**src/rtl/sw_enum_pkg.sv**
```systemverilog
package sw_enum_pkg;

    localparam int DEF_ID_W   = 64;
    localparam int DEF_CMD_W  = 8;
    localparam logic [7:0] DEF_CMD_ALL    = 8'hF0;
    localparam logic [7:0] DEF_CMD_ACTIVE = 8'hEC;

    // Bit-level operations issued to the slot engine
    typedef enum logic [1:0] {
        BOP_RESET = 2'd0,
        BOP_WRITE = 2'd1,
        BOP_READ  = 2'd2
    } bop_e;

    typedef enum logic [3:0] {
        ST_IDLE,
        ST_RESET,
        ST_CMD,
        ST_RD_BIT,
        ST_RD_CMP,
        ST_WR_DIR,
        ST_PASS_END,
        ST_DONE,
        ST_FAIL
    } sst_e;

    // Bit/complement pair read at one identity position
    typedef struct packed {
        logic val;
        logic cmp;
    } pair_t;

    // Direction to write for a position
    function automatic logic pick_dir(pair_t p, logic old_bit, logic below, logic at_mark);
        if (p.val != p.cmp) return p.val;
        if (below) return old_bit;
        return at_mark;
    endfunction

    function automatic logic is_quiet(sst_e s);
        return (s == ST_IDLE) || (s == ST_DONE) || (s == ST_FAIL);
    endfunction

endpackage

```
**src/rtl/sw_enum_ctrl.sv**
```systemverilog
module sw_enum_ctrl
    import sw_enum_pkg::*;
#(
    parameter int ID_W  = DEF_ID_W,
    parameter int CMD_W = DEF_CMD_W,
    localparam int CNT_W = $clog2(ID_W),
    localparam int CMD_IDX_W = $clog2(CMD_W)
) (
    input  logic              clk,
    input  logic              rst,
    input  logic              start,
    input  logic              active_only,
    input  logic              bit_ack,
    input  logic              bit_rdata,
    input  logic [CMD_W-1:0]  cmd_byte,
    input  logic              dir,
    input  logic              more_left,
    output logic              bit_req,
    output logic [1:0]        bit_op,
    output logic              bit_wdata,
    output logic [CNT_W-1:0]  pos_idx,
    output pair_t             pair,
    output logic              mode,
    output logic              clr_all,
    output logic              pass_go,
    output logic              commit,
    output logic              pass_end,
    output sst_e              state
);

    localparam logic [CNT_W-1:0] LAST_POS = CNT_W'(ID_W - 1);
    localparam logic [CNT_W-1:0] LAST_CMD = CNT_W'(CMD_W - 1);

    sst_e             state_q;
    logic [CNT_W-1:0] cnt_q;
    pair_t            pair_q;
    logic             mode_q;

    always_comb begin
        bit_req   = 1'b0;
        bit_op    = BOP_RESET;
        bit_wdata = 1'b0;
        unique case (state_q)
            ST_RESET: begin
                bit_req = 1'b1;
                bit_op  = BOP_RESET;
            end
            ST_CMD: begin
                bit_req   = 1'b1;
                bit_op    = BOP_WRITE;
                bit_wdata = cmd_byte[cnt_q[CMD_IDX_W-1:0]];
            end
            ST_RD_BIT, ST_RD_CMP: begin
                bit_req = 1'b1;
                bit_op  = BOP_READ;
            end
            ST_WR_DIR: begin
                bit_req   = 1'b1;
                bit_op    = BOP_WRITE;
                bit_wdata = dir;
            end
            default: ;
        endcase
    end

    assign clr_all  = start && is_quiet(state_q);
    assign pass_go  = (state_q == ST_RESET) && bit_ack && bit_rdata;
    assign commit   = (state_q == ST_WR_DIR) && bit_ack;
    assign pass_end = (state_q == ST_PASS_END);

    always_ff @(posedge clk) begin
        if (rst) begin
            state_q <= ST_IDLE;
            cnt_q   <= '0;
            pair_q  <= '0;
            mode_q  <= 1'b0;
        end else begin
            unique case (state_q)
                ST_IDLE, ST_DONE, ST_FAIL: begin
                    if (start) begin
                        mode_q  <= active_only;
                        state_q <= ST_RESET;
                    end
                end
                ST_RESET: begin
                    if (bit_ack) begin
                        cnt_q   <= '0;
                        state_q <= bit_rdata ? ST_CMD : ST_FAIL;
                    end
                end
                ST_CMD: begin
                    if (bit_ack) begin
                        if (cnt_q == LAST_CMD) begin
                            cnt_q   <= '0;
                            state_q <= ST_RD_BIT;
                        end else begin
                            cnt_q <= cnt_q + 1'b1;
                        end
                    end
                end
                ST_RD_BIT: begin
                    if (bit_ack) begin
                        pair_q.val <= bit_rdata;
                        state_q    <= ST_RD_CMP;
                    end
                end
                ST_RD_CMP: begin
                    if (bit_ack) begin
                        pair_q.cmp <= bit_rdata;
                        state_q    <= (pair_q.val && bit_rdata) ? ST_FAIL : ST_WR_DIR;
                    end
                end
                ST_WR_DIR: begin
                    if (bit_ack) begin
                        if (cnt_q == LAST_POS) begin
                            state_q <= ST_PASS_END;
                        end else begin
                            cnt_q   <= cnt_q + 1'b1;
                            state_q <= ST_RD_BIT;
                        end
                    end
                end
                ST_PASS_END: begin
                    state_q <= more_left ? ST_RESET : ST_DONE;
                end
                default: state_q <= ST_IDLE;
            endcase
        end
    end

    assign pos_idx = cnt_q;
    assign pair    = pair_q;
    assign mode    = mode_q;
    assign state   = state_q;

endmodule

```
**src/rtl/sw_enum_branch.sv**
```systemverilog
module sw_enum_branch
    import sw_enum_pkg::*;
#(
    parameter int ID_W = DEF_ID_W,
    localparam int CNT_W = $clog2(ID_W),
    localparam int POS_W = CNT_W + 1
) (
    input  logic             clk,
    input  logic             rst,
    input  logic             clr_all,
    input  logic             pass_go,
    input  logic             commit,
    input  logic             pass_end,
    input  logic [CNT_W-1:0] pos_idx,
    input  pair_t            pair,
    input  logic             old_bit,
    output logic             dir,
    output logic             more_left
);

    // Positions are 1-based here; 0 means "no branch point"
    logic [POS_W-1:0] mark_q;      // branch point from the previous pass
    logic [POS_W-1:0] zero_q;      // highest 0-taken conflict this pass
    logic [POS_W-1:0] pos;
    logic             conflict;

    assign pos      = POS_W'(pos_idx) + POS_W'(1);
    assign conflict = !pair.val && !pair.cmp;
    assign dir      = pick_dir(pair, old_bit, pos < mark_q, pos == mark_q);

    always_ff @(posedge clk) begin
        if (rst || clr_all) begin
            mark_q <= '0;
            zero_q <= '0;
        end else begin
            if (pass_go) begin
                zero_q <= '0;
            end else if (commit && conflict && !dir) begin
                zero_q <= pos;
            end
            if (pass_end) begin
                mark_q <= zero_q;
            end
        end
    end

    assign more_left = (zero_q != '0);

endmodule

```
**src/rtl/sw_enum_idreg.sv**
```systemverilog
module sw_enum_idreg
    import sw_enum_pkg::*;
#(
    parameter int ID_W = DEF_ID_W,
    localparam int CNT_W = $clog2(ID_W)
) (
    input  logic             clk,
    input  logic             rst,
    input  logic             commit,
    input  logic [CNT_W-1:0] pos_idx,
    input  logic             dir,
    output logic             old_bit,
    output logic [ID_W-1:0]  id_q
);

    // Updated in place: a position still holds last pass's choice until written
    logic [ID_W-1:0] id_r;

    always_ff @(posedge clk) begin
        if (rst) begin
            id_r <= '0;
        end else if (commit) begin
            id_r[pos_idx] <= dir;
        end
    end

    assign old_bit = id_r[pos_idx];
    assign id_q    = id_r;

endmodule

```
**src/rtl/sw_enum_top.sv**
```systemverilog
module sw_enum_top
    import sw_enum_pkg::*;
#(
    parameter int         ID_W       = DEF_ID_W,
    parameter int         CMD_W      = DEF_CMD_W,
    parameter logic [7:0] CMD_ALL    = DEF_CMD_ALL,
    parameter logic [7:0] CMD_ACTIVE = DEF_CMD_ACTIVE
) (
    input  logic            clk,
    input  logic            rst,
    input  logic            start,
    input  logic            active_only,
    output logic            bit_req,
    output logic [1:0]      bit_op,
    output logic            bit_wdata,
    input  logic            bit_ack,
    input  logic            bit_rdata,
    output logic            busy,
    output logic [ID_W-1:0] id_out,
    output logic            id_valid,
    output logic            done,
    output logic            err
);

    localparam int CNT_W = $clog2(ID_W);

    logic [CNT_W-1:0] pos_idx;
    pair_t            pair;
    logic             mode, clr_all, pass_go, commit, pass_end;
    logic             dir, more_left, old_bit;
    logic [CMD_W-1:0] cmd_byte;
    sst_e             state;

    assign cmd_byte = mode ? CMD_W'(CMD_ACTIVE) : CMD_W'(CMD_ALL);

    sw_enum_ctrl #(.ID_W(ID_W), .CMD_W(CMD_W)) u_ctrl (
        .clk(clk), .rst(rst), .start(start), .active_only(active_only),
        .bit_ack(bit_ack), .bit_rdata(bit_rdata), .cmd_byte(cmd_byte),
        .dir(dir), .more_left(more_left),
        .bit_req(bit_req), .bit_op(bit_op), .bit_wdata(bit_wdata),
        .pos_idx(pos_idx), .pair(pair), .mode(mode),
        .clr_all(clr_all), .pass_go(pass_go), .commit(commit),
        .pass_end(pass_end), .state(state)
    );

    sw_enum_branch #(.ID_W(ID_W)) u_branch (
        .clk(clk), .rst(rst), .clr_all(clr_all), .pass_go(pass_go),
        .commit(commit), .pass_end(pass_end), .pos_idx(pos_idx),
        .pair(pair), .old_bit(old_bit), .dir(dir), .more_left(more_left)
    );

    sw_enum_idreg #(.ID_W(ID_W)) u_idreg (
        .clk(clk), .rst(rst), .commit(commit), .pos_idx(pos_idx),
        .dir(dir), .old_bit(old_bit), .id_q(id_out)
    );

    assign busy     = !is_quiet(state);
    assign id_valid = pass_end;
    assign done     = (state == ST_DONE);
    assign err      = (state == ST_FAIL);

endmodule

```
**config.mk**
```make
export PLATFORM = sky130hd
export DESIGN_NAME = sw_enum_top
export DESIGN_NICKNAME = d
export VERILOG_FILES = /design/src/rtl/sw_enum_pkg.sv /design/src/rtl/sw_enum_ctrl.sv /design/src/rtl/sw_enum_branch.sv /design/src/rtl/sw_enum_idreg.sv /design/src/rtl/sw_enum_top.sv
export SDC_FILE = /design/constraint.sdc
export NUM_CORES = 1
export LEC_CHECK = 0
export BUFFER_PORTS_ARGS = -buffer_cell sky130_fd_sc_hd__buf_2
export CAP_MARGIN = 20
export CORE_UTILIZATION = 54
export CTS_BUF_LIST = sky130_fd_sc_hd__clkbuf_4 sky130_fd_sc_hd__clkbuf_8 sky130_fd_sc_hd__clkbuf_16
export DETAILED_ROUTE_END_ITERATION = 16
export GPL_ROUTABILITY_DRIVEN = 0
export PLACE_DENSITY_LB_ADDON = 0.3
export SLEW_MARGIN = 5
export SYNTH_ARGS = -nofsm -noshare
export SYNTH_HDL_FRONTEND = slang
export SYNTH_SLANG_ARGS = --single-unit
```
**constraint.sdc**
```tcl
create_clock -name clk -period 5.3 [get_ports clk]
set_input_delay 0.53 -clock clk [delete_from_list [all_inputs] [get_ports clk]]
set_output_delay 0.53 -clock clk [all_outputs]
set_load 0.02 [all_outputs]
```
==> impl_summary.log <==
[metrics] category of the worst setup path capture point: output pin
[metrics] number of buffers on the longest clock path: 2
[metrics] leakage component of the power: 1.991 nW
[metrics] total clock sinks: 91
[metrics] Primary FF master, synth: sky130_fd_sc_hd__dfxtp_1
[metrics] global-route usage over all layers: 27.58%
[metrics] run status: finished, final reports clean
[metrics] DRC violation total after the first TritonRoute iteration: 366
[metrics] insertion delay of the later-clocked pin in the worst-skew pair: 0.38 ns
[metrics] number of setup violations in the final report: 0
[metrics] final core occ: 62.11%
[metrics] most used cell, CP: sky130_fd_sc_hd__a21o_1
[metrics] boundary pin count: 78
[metrics] Vert. Die Dim: 97.23 µm
[metrics] clock-pin slew on the worst setup and hold paths: 0.09 ns
[metrics] count of state elements after synthesis: 91
[metrics] top cells by area, synth: sky130_fd_sc_hd__dfxtp_1, sky130_fd_sc_hd__a21oi_1, sky130_fd_sc_hd__nor2_1, sky130_fd_sc_hd__a311oi_1, sky130_fd_sc_hd__a211oi_2
[metrics] initial core utilization: 55.88%
[metrics] total of warnings raised by yosys: 0
[metrics] capture point of the worst reg-to-reg path: u_idreg.id_q[58]
[metrics] Final Skew: 0.01422 ns
[metrics] Register-to-Register Setup Slack: 1.17 ns
[metrics] post-place setup slack: 1.019 ns
[metrics] via count: 4617
[metrics] average detailed-routed wire length per instance: 18.38 µm
[metrics] total routed wirelength: 13230 µm
[metrics] fraction of layout cells with a size suffix above 1: 24.67%
[metrics] crit path time final: 4.782 ns
[metrics] Async SR Flop Fraction: 0%
[metrics] Setup WS post-layout: 0.5177 ns
[metrics] sum of negative setup slack: 0 ns
[metrics] die span in x: 97.23 µm
[metrics] maximum VDD drop: 0.1467 mV
[metrics] diode insertion count for antenna repair: 0
[metrics] worst setup path endpoint: bit_wdata
[metrics] Design Power: 1.483 mW
[metrics] sequential element share of the synthesized area: 37.20%
[metrics] EDFF count, synth: 0
[metrics] worst hold margin: 0.4006 ns
[metrics] Unique masters post-synth: 59
[metrics] Area after DPL: 5228 µm²
[metrics] highest fanout seen on the critical path: 31
[metrics] final critical-path share of the clock period: 90.23%
[metrics] number of antenna violations at the first check in global routing: 0
[metrics] cells resized by post-CTS repair: 0
[metrics] worst slew margin relative to its limit: 42.15%
[metrics] transition time of the tightest slew-check pin: 0.8646 ns
[metrics] Syn Area/Cell: 8.761 µm²
[metrics] Worst setup startpoint: u_ctrl.pos_idx[1]
[metrics] remaining antenna violation count after routing: 0
[metrics] global route total overflow: 0
[metrics] critical path data arrival time: 4.25 ns
[metrics] TritonCTS clock tree: done
[metrics] count of final hold-check violations: 0
[metrics] core area: 8763 µm²
[metrics] Root Buffer: sky130_fd_sc_hd__clkbuf_8
[metrics] H-tree Lvls: 3
[metrics] number of global-route vias before repair: 4238
[metrics] achievable frequency: 209.1 MHz
[metrics] cell chain of the critical path: nand3_1 -> nor2_1 -> xnor2_1 -> inv_1 -> ha_1 -> a21o_1 -> a21o_1 -> a2111oi_0 -> nand4_1 -> o31a_2 -> o21ai_0 -> buf_2
[metrics] pin count of the biggest net entering global routing: 46
[metrics] final count of pins violating max slew: 0
[metrics] area growth from synthesis to layout: 11.14%
[metrics] Detailed Routing Iterations Pass 1: 5
[metrics] non-filler cells in the finished layout: 720
[metrics] area of the mapped netlist: 4897 µm²
[metrics] syn_nets: 574
[metrics] count of placed standard cells including taps: 701
[metrics] post-route DRC violation count: 0
[metrics] crit-path max cell delay: 0.68 ns
[metrics] sort of element at the start of the critical path: register
[metrics] number of nets in the layout: 622
[metrics] number of buffers inserted to repair setup after CTS: 0
[metrics] number of buffers inserted by hold repair at cts: 0
[metrics] biggest area consumer among synthesized cells: sky130_fd_sc_hd__dfxtp_1
[metrics] max-cap violation count: 0
[metrics] Synth top area share: 37.20%
[metrics] average via count per standard cell: 6.413
[metrics] most frequently used cell type in the post-synthesis netlist: sky130_fd_sc_hd__dfxtp_1
[metrics] Gate Count Post-Synth: 559
[metrics] floorplan row count: 34
[metrics] Critical Path RT: 4.77 ns
[metrics] unrepaired setup endpoints after global routing: no
[metrics] overall die area: 9454 µm²
[metrics] top cells by count, synth: sky130_fd_sc_hd__dfxtp_1, sky130_fd_sc_hd__nor2_1, sky130_fd_sc_hd__a21oi_1, sky130_fd_sc_hd__a311oi_1, sky130_fd_sc_hd__nand2_1
[metrics] placed wire-length estimate: 9199 µm
[metrics] first-pass GRT wire length: 21280 µm
[metrics] Worst R2R Path Depth: 12
[metrics] CP Class: register to output pin
[metrics] clock buffer count from CTS: 9
[metrics] type of the worst min-delay path: input pin to register
[metrics] finished layout cell area: 5443 µm²
[metrics] power per standard cell area: 272.4 nW/µm²
[metrics] PortBufs: 77
[metrics] worst reg2reg startpoint: u_ctrl.pos_idx[1]
[metrics] cell with the largest stage delay on the worst path: sky130_fd_sc_hd__dfxtp_1
per-layer routing:
metal  up-vias  part of all wire, %  track usage, %
met5         -                    0               0
met4         0                  1.9           8.710
met3        24                  6.7           4.245
met2       213                   48           44.80
met1      2202                   43           37.81
li1       2178                    -               -
power by group:
group          switching, mW  internal, mW
clock network          0.282         0.183
registers             0.0309         0.700
logic                  0.190        0.0959
total                  0.503         0.979
cells in the final DEF, fill, tap and decap left out, drive strengths merged, types with 3 or more instances in the layout:
master  instances
a211oi         29
and2            7
o31a            3
inv            21
o22ai           3
mux4           10
clkbuf          9
clkinv          3
nand4           5
ha              9
or3             4
dfxtp          91
nand2          31
o21ai          11
mux2i           8
a311oi         44
nand3b          5
nor3b           3
nand3          10
nor2b           5
nand2b         10
nor3           14
a21oi          66
and3            4
buf            87
a22oi           3
nor2           82
flip-flops by register name, indices dropped and copies added (netlist names):
name and cells:
u_branch.zero_q 7, u_branch.mark_q 7, u_ctrl.pair 2, u_ctrl.state 4, u_ctrl.mode 1, u_idreg.id_q 64, u_ctrl.pos_idx 6
kinds of logic after synthesis:
family | share of synthesized area, %
buffers and inverters | 6.720
DFF | 37.20
xor gates and xnor gates | 0.7155
and+or+nand+nor | 18.04
AOI/OAI and AO/OA | 28.56
muxes | 6.464
adders and majority gates | 2.299
final cells by class:
type	count	area, µm²
fillers	765	3321
multi-input cells	400	2753
flip-flops and latches	91	1822
repair buffers	87	474.2
well taps	108	135.1
clock buffers	9	123.9
clock inverters	7	67.56
inverters	18	67.56
worst min-delay path by stage:
| stage | start | to | slack (ns) | cells after the start |
|---|---|---|---|---|
| finish | active_only | u_ctrl.mode | 0.40 | 3 |
| global route | active_only | u_ctrl.mode | 0.44 | 3 |
| CTS | active_only | u_ctrl.mode | 0.41 | 3 |
| detailed placement | u_branch.mark_q[5] | u_branch.mark_q[5] | 0.46 | 2 |
| global placement | u_branch.mark_q[3] | u_branch.mark_q[3] | 0.44 | 2 |
| floorplan | u_branch.mark_q[1] | u_branch.mark_q[1] | 0.44 | 2 |
critical path: cells and delay by family (launching register included):
kind,cells,cell delay (ns)
compound gates,5,1.65
buf+inv,2,0.30
xor+xnor,1,0.17
flops,1,0.68
simple gates,3,0.77
fa+ha+maj,1,0.29
Note: power is estimated with default switching activity, not from simulation.
